`src/rtl/pvt_pkg.sv`:
```
package pvt_pkg;
  parameter int unsigned TASK_W = 2;
  typedef logic [TASK_W-1:0] task_id_t;
endpackage

```
`src/rtl/pvt_kill_unit.sv`:
```
module pvt_kill_unit
  import pvt_pkg::*;
#(
  parameter int unsigned NUM_STAGES = 4,
  localparam int unsigned NK = NUM_STAGES - 1
) (
  input  logic           flush_i,
  input  logic           scope_i,
  input  task_id_t       br_task_i,
  input  task_id_t       task_i [NK],
  output logic [NK-1:0]  kill_o
);
  for (genvar k = 0; k < NK; k++) begin : g_kill
    assign kill_o[k] = flush_i & (~scope_i | (task_i[k] == br_task_i));
  end
endmodule

```
`src/rtl/pvt_stage.sv`:
```
module pvt_stage
  import pvt_pkg::*;
(
  input  logic     clk_i,
  input  logic     rst_ni,
  input  logic     vld_i,
  input  task_id_t task_i,
  input  logic     kill_i,
  input  logic     ptr_i,
  output logic     vld_o,
  output task_id_t task_o,
  output logic     roll_o
);
  logic vld_q;

  always_ff @(posedge clk_i or negedge rst_ni) begin
    if (!rst_ni) begin
      vld_q  <= 1'b0;
      task_o <= '0;
    end else begin
      vld_q  <= vld_i;
      task_o <= task_i;
    end
  end

  // late cancel acts on the flop output
  assign vld_o  = vld_q & ~kill_i;
  assign roll_o = ptr_i & vld_q & kill_i;
endmodule

```
`src/rtl/pvt_tracker.sv`:
```
module pvt_tracker
  import pvt_pkg::*;
#(
  parameter int unsigned NUM_STAGES = 4,
  localparam int unsigned LAST = NUM_STAGES - 1,
  localparam int unsigned PTR_STAGE = NUM_STAGES - 2
) (
  input  logic                  clk_i,
  input  logic                  rst_ni,
  input  logic                  fetch_vld_i,
  input  logic [TASK_W-1:0]     fetch_task_i,
  input  logic                  cond_i,
  input  logic                  jump_i,
  input  logic                  task_scope_i,
  input  logic                  ptr_upd_i,
  output logic [NUM_STAGES-1:0] stage_vld_o,
  output logic                  commit_o,
  output logic [TASK_W-1:0]     commit_task_o,
  output logic                  rollback_o
);
  task_id_t        st_task [NUM_STAGES];
  task_id_t        kill_task [LAST];
  logic [LAST-1:0] kill;
  logic [LAST:0]   roll;
  logic            flush;

  assign st_task[0] = fetch_task_i;

  for (genvar k = 0; k < LAST; k++) begin : g_ktask
    assign kill_task[k] = st_task[k];
  end

  assign commit_o      = stage_vld_o[LAST] & cond_i;
  assign flush         = commit_o & jump_i;
  assign commit_task_o = st_task[LAST];

  pvt_kill_unit #(.NUM_STAGES(NUM_STAGES)) u_kill (
    .flush_i   (flush),
    .scope_i   (task_scope_i),
    .br_task_i (st_task[LAST]),
    .task_i    (kill_task),
    .kill_o    (kill)
  );

  // stage 1: no flop
  assign stage_vld_o[0] = fetch_vld_i & ~kill[0];
  assign roll[0]        = 1'b0;

  for (genvar s = 1; s < NUM_STAGES; s++) begin : g_stage
    logic kill_s, ptr_s;
    if (s == LAST) begin : g_last
      assign kill_s = 1'b0;
    end else begin : g_mid
      assign kill_s = kill[s];
    end
    if (s == PTR_STAGE) begin : g_ptr
      assign ptr_s = ptr_upd_i;
    end else begin : g_noptr
      assign ptr_s = 1'b0;
    end
    pvt_stage u_stage (
      .clk_i  (clk_i),
      .rst_ni (rst_ni),
      .vld_i  (stage_vld_o[s-1]),
      .task_i (st_task[s-1]),
      .kill_i (kill_s),
      .ptr_i  (ptr_s),
      .vld_o  (stage_vld_o[s]),
      .task_o (st_task[s]),
      .roll_o (roll[s])
    );
  end

  assign rollback_o = |roll;
endmodule

```
`config.mk`:
```
export PLATFORM = sky130hd
export DESIGN_NAME = pvt_tracker
export DESIGN_NICKNAME = d
export VERILOG_FILES = /design/src/rtl/pvt_pkg.sv /design/src/rtl/pvt_kill_unit.sv /design/src/rtl/pvt_stage.sv /design/src/rtl/pvt_tracker.sv
export SDC_FILE = /design/constraint.sdc
export NUM_CORES = 1
export LEC_CHECK = 0
export ABC_AREA = 0
export BUFFER_PORTS_ARGS = -buffer_cell sky130_fd_sc_hd__buf_2
export CORE_AREA = 2 2 39 41
export DETAILED_ROUTE_END_ITERATION = 12
export DIE_AREA = 0 0 41 43
export PLACE_DENSITY = 0.6
export RECOVER_POWER = 50
export SLEW_MARGIN = 20
export SYNTH_ARGS = -nofsm -noshare
export SYNTH_HDL_FRONTEND = slang
export SYNTH_SLANG_ARGS = --single-unit
```
`constraint.sdc`:
```
create_clock -name clk_i -period 2.8 [get_ports clk_i]
set_clock_uncertainty 0.2 [all_clocks]
set_input_delay 0.28 -clock clk_i [delete_from_list [all_inputs] [get_ports clk_i]]
set_output_delay 0.28 -clock clk_i [all_outputs]
set_load 0.1 [all_outputs]
```
# Word-level counts from Yosys, hierarchy flattened
# Index checks and enable logic that the tools add are counted.
# totals
ff_bits	9
out_inout_bits	8
word_cells	26
# classes
eq_ne	3
n_bitwise	17
# ops
operator	count
AND 1 bit	10
== test 2 bit	3
NOT 1 bit	4
bitwise OR 1 bit	3

# Depth between registers and ports, before layout
# depth
depth_word	5
depth_mapped	4
depth_no_buf	3

# Hierarchy
# Synthesis repeated with hierarchy kept, for this count alone.
# hier_totals
hier_cells	32
hier_area_um2	389.1
# by_module_without_submodules
module	n_inst	cells_each	area_each_um2
pvt_stage	3	5	91.3
pvt_kill_unit	1	12	86.3
pvt_tracker	1	5	28.8

# Least setup slack after synthesis
# No wires, ideal clock.
# synth_path
path_kind	register to output
from	register g_stage[3].u_stage.task_o[0]
to	output port rollback_o
arrival_time_ns	2.116
t_required_ns	2.320
setup_slack_ns	0.204
stages_incl_launch_ff	4
n_path_buf	0
path_cell_list	dfrtp_1 > xor2_1 > o21ai_1 > and4_1
# synth_via
elab_chain_len	4
# synth_rtl
item	line	text
start, declared	pvt_stage.sv:11	output task_id_t task_o,
start signal, assigned	pvt_stage.sv:22	task_o <= task_i;
== test 2 bit	pvt_kill_unit.sv:14	assign kill_o[k] = flush_i & (~scope_i | (task_i[k] == br_task_i));
bitwise OR 1 bit	pvt_kill_unit.sv:14	
AND 1 bit	pvt_kill_unit.sv:14	
AND 1 bit	pvt_stage.sv:28	assign roll_o = ptr_i & vld_q & kill_i;
end, declared	pvt_tracker.sv:19	output logic rollback_o
# No other way between the ends.

# Worst setup path after layout
# layout_path
from	input port fetch_task_i[0]
to	output port stage_vld_o[0]
# layout_via
elab_chain_len	5
# layout_rtl
item	line	text
start, declared	pvt_tracker.sv:11	input logic [TASK_W-1:0] fetch_task_i,
== test 2 bit	pvt_kill_unit.sv:14	
bitwise OR 1 bit	pvt_kill_unit.sv:14	
AND 1 bit	pvt_kill_unit.sv:14	
NOT 1 bit	pvt_tracker.sv:46	assign stage_vld_o[0] = fetch_vld_i & ~kill[0];
AND 1 bit	pvt_tracker.sv:46	
end, declared	pvt_tracker.sv:16	output logic [NUM_STAGES-1:0] stage_vld_o,
# No other way between the ends.

==> impl_results.rst <==
.. list-table::
   :header-rows: 1

   * - Metric
     - Value
   * - Req. time, crit path
     - 2.32 ns
   * - Layout cells sized above 1
     - between 40% and 50%
   * - Switching portion of total power
     - between 30% and 40%
   * - Final cell area excluding filler cells
     - 493 um2
   * - IR drop worst, VDD
     - slightly below 0.0003 V
   * - Final sum of negative setup slack
     - 0 ns
   * - Number of buffers added by the clock tree synthesis step
     - 3
   * - Clock tree from TritonCTS
     - done
   * - Inserted Diodes
     - 0
   * - Power share of the sequential group
     - between 40 and 50%
   * - Count of endpoints failing hold in the final timing report
     - 0
   * - Most common flop cell mapped by yosys
     - sky130_fd_sc_hd__dfrtp_1
   * - Static leakage
     - between 0.2 and 0.25 nW
   * - Die area
     - ~1800 um2
   * - Cell area power density
     - 654 nW/um2
   * - Internal Pwr Total
     - 0.208 mW
   * - Async set or reset register ratio after synthesis
     - 100%
   * - Routability congestion estimate
     - 0.657
   * - Maximum number of pins on one net before global-route repair
     - 10
   * - Post-synth EDFFs
     - 0
   * - Grt ovf
     - 0
   * - Top-count cell post-synth
     - sky130_fd_sc_hd__dfrtp_1
   * - Count of input and output buffers
     - 16
   * - Source-to-sink clock delay at the later pin of the worst-skew pair
     - 0.26 ns
   * - First-pass GRT wire length
     - 966 um
   * - Total iterations of the first detailed-routing run
     - 4
   * - Area leader, netlist
     - sky130_fd_sc_hd__dfrtp_1
   * - Per-cell via count in the routed design
     - 4.22
   * - Upper clock frequency limit
     - roughly 0.43 GHz
   * - Detailed-route wire length per cell
     - 9.29 um
   * - Shortest clock period the worst path allows after layout
     - 2.30 ns
   * - Number of levels the H-tree was split into
     - 1
   * - Leading cell types by total area after synthesis
     - sky130_fd_sc_hd__dfrtp_1, sky130_fd_sc_hd__xor2_1, sky130_fd_sc_hd__buf_4
   * - Switching power of the nets
     - 0.114 mW
   * - Crit path max-delay cell type
     - sky130_fd_sc_hd__dlygate4sd3_1
   * - Die Width
     - 41 um
   * - Outcome
     - completed
   * - Final WL
     - slightly below 600 um
   * - RSZ-0062 raised after global routing
     - no
   * - Power share of the clock group
     - 29.7%
   * - Post-Synthesis Mean Instance Area
     - 13.1 um2
   * - Combinational share of power
     - between 20% and 30%
   * - Placed cell area
     - roughly 440 um2
   * - Final critical-path setup slack
     - about 0.50 ns
   * - Number of rows created at floorplan
     - 14
   * - Worst Hold Class
     - input port to register
   * - Number of violations of the max-capacitance limit
     - 0
   * - Clk pin slew, worst setup/hold paths
     - 0.06 ns
   * - Antenna violations before repair
     - 0
   * - Count of state elements after synthesis
     - 9
   * - Slew at the pin with the worst max-slew slack
     - around 0.48 ns
   * - Initial core utilization
     - a little over a quarter
   * - Instance count of the mapped netlist
     - 28
   * - Sequential-to-total area share from yosys stat
     - 61.4%
   * - Number of global-route vias before repair
     - 250
   * - Crit path DAT
     - 1.82 ns
   * - Share of Yosys cell area claimed by the top area cell type
     - 61.4%
   * - # nets final
     - 57
   * - Commonest cells in the synthesized netlist
     - sky130_fd_sc_hd__dfrtp_1, sky130_fd_sc_hd__xor2_1, sky130_fd_sc_hd__buf_4
   * - Chain of cells forming the critical path
     - dlygate4sd3_1 > buf_2 > xor2_1 > o21ai_0 > a21boi_0 > buf_2
   * - Placed cell count
     - 56
   * - Area added between synthesis and finish
     - 34.5%
   * - Type of origin of the critical path
     - input port
   * - Peak fanout along the critical path
     - 2
   * - Number of design rule violations left after detail routing
     - 0
   * - Crit path kind
     - input port to output port
   * - Core region area
     - 1380 um2
   * - Count of cell types in the netlist
     - 10
   * - Clock root buffer master
     - sky130_fd_sc_hd__clkbuf_4
   * - Vias after detailed routing
     - between 200 and 300
   * - Worst path max stage delay
     - ~0.53 ns
   * - Post-route ant nets
     - 0
   * - Layout Cells excl Fill
     - 63
   * - Sort of element at the end of the critical path
     - output port
   * - Yosys Warn Count
     - 0
   * - Share of the clock period used by the worst path after layout
     - just over 80%
   * - I/O pin count
     - 17
   * - Number of slew-limit violations in the final report
     - 0
   * - Syn_nets
     - 37
   * - Height of the die
     - 43 um
   * - Clock sink total
     - 9
   * - Post-synth design cell area
     - around 370 um2
   * - Maximum clock path buffer count
     - 2
   * - Total of endpoints with negative setup slack in the final report
     - 0
   * - Library cell appearing most often on the critical path
     - sky130_fd_sc_hd__buf_2
   * - Initial detailed-routing violation count
     - 1
   * - Worst-case setup slack after placement
     - ~0.93 ns
   * - Max-slew headroom at the worst pin
     - 67.9%
   * - Aggregate global-route resource usage
     - 8.45%
-- worst max-delay path: cells and delay by family --
kind	cells	cell delay, ns
AO/OA/AOI/OAI	2	0.30
XOR/XNOR	1	0.11
buffers and inverters	3	1.12
-- what timing repair did --
| action | 4_1_cts | 5_1_grt |
|---|---|---|
| endpoints found under the hold margin | 11 | 0 |
| setup buffers | 0 | 0 |
| hold buffers | 3 | 0 |
| gates resized for setup | 0 | 0 |
| setup endpoints to repair | 0 | 0 |
-- sequential cells by signal, indices dropped and copies added, names as in the netlist --
name                    flops
g_stage.u_stage.task_o      6
g_stage.u_stage.vld_q       3
-- stage by stage --
| stage | power, mW | hold WS, ns | utilization [%] |
|---|---|---|---|
| global route | 0.342 | 0.0891 | 35.6 |
| finish | 0.322 | 0.0877 | 35.6 |
| detailed placement | 0.227 | -0.0598 | 31.6 |
| floorplan | 0.216 | -0.216 | - |
| global placement | 0.227 | -0.0605 | 31.6 |
| CTS | 0.331 | 0.0815 | 35.7 |
-- final timing paths --
kind | startpoint | endpoint | cells past startpoint | slack [ns]
min in group asynchronous | rst_ni | g_stage[3].u_stage.task_o[0]$_DFF_PN0_ | 2 | 0.28
max in group asynchronous | rst_ni | g_stage[2].u_stage.task_o[1]$_DFF_PN0_ | 2 | 1.80
setup / recovery | fetch_task_i[0] | stage_vld_o[0] | 6 | 0.50
hold reg to reg | g_stage[2].u_stage.task_o[1]$_DFF_PN0_ | g_stage[3].u_stage.task_o[1]$_DFF_PN0_ | 0 | 0.19
hold / removal | fetch_vld_i | g_stage[1].u_stage.vld_q$_DFF_PN0_ | 2 | 0.09
setup reg to reg | g_stage[3].u_stage.task_o[0]$_DFF_PN0_ | g_stage[1].u_stage.vld_q$_DFF_PN0_ | 3 | 1.59
-- layer usage --
layer  up-vias  GRT usage (%)  part of all wire (%)
li1        130              -                     -
met1       124           9.76                    46
met2        12           12.2                    45
met3         0           6.28                   9.6
met4         0           2.00                     0
met5         -              0                     0
-- power by group through the flow --
stage	clock network (mW)	logic [mW]	registers (mW)
floorplan	0	0.0600	0.156
global placement	0	0.0815	0.145
detailed placement	0	0.0818	0.146
CTS	0.103	0.0850	0.143
global route	0.109	0.0889	0.144
finish	0.0957	0.0837	0.143
-- cell families (layout without fill, tap and decap cells) --
| kind of cell | count (synthesis) | in the layout | share of synthesized area (%) |
|---|---|---|---|
| flip-flops | 9 | 9 | 61.4 |
| AO/OA/AOI/OAI | 6 | 6 | 10.2 |
| XOR/XNOR | 6 | 6 | 14.3 |
| buffers and inverters | 4 | 23 | 8.19 |
| AND/OR/NAND/NOR | 3 | 3 | 5.80 |
-- cells in the final DEF (no fill, tap or decap) --
cell / netlist / routed
sky130_fd_sc_hd__o21ai_0: 2 / 2
sky130_fd_sc_hd__clkbuf_1: 0 / 1
sky130_fd_sc_hd__and4_1: 1 / 1
sky130_fd_sc_hd__and2_1: 1 / 1
sky130_fd_sc_hd__dfrtp_1: 9 / 9
sky130_fd_sc_hd__buf_2: 0 / 15
sky130_fd_sc_hd__a21boi_1: 1 / 1
sky130_fd_sc_hd__o21ai_1: 1 / 1
sky130_fd_sc_hd__and3_1: 1 / 1
sky130_fd_sc_hd__xor2_1: 6 / 6
sky130_fd_sc_hd__dlygate4sd3_1: 0 / 3
sky130_fd_sc_hd__clkbuf_4: 0 / 3
sky130_fd_sc_hd__clkinv_2: 0 / 1
sky130_fd_sc_hd__a21boi_0: 2 / 2
-- cell type report --
class	count	area, um2
Tap cell	16	20.0
Timing Repair Buffer	19	109
Fill cell	144	891
Multi-Input combinational cell	15	111
Sequential cell	9	225
Clock inverter	1	5.00
Clock buffer	3	22.5
No activity file was read; power rests on OpenSTA's default activity.
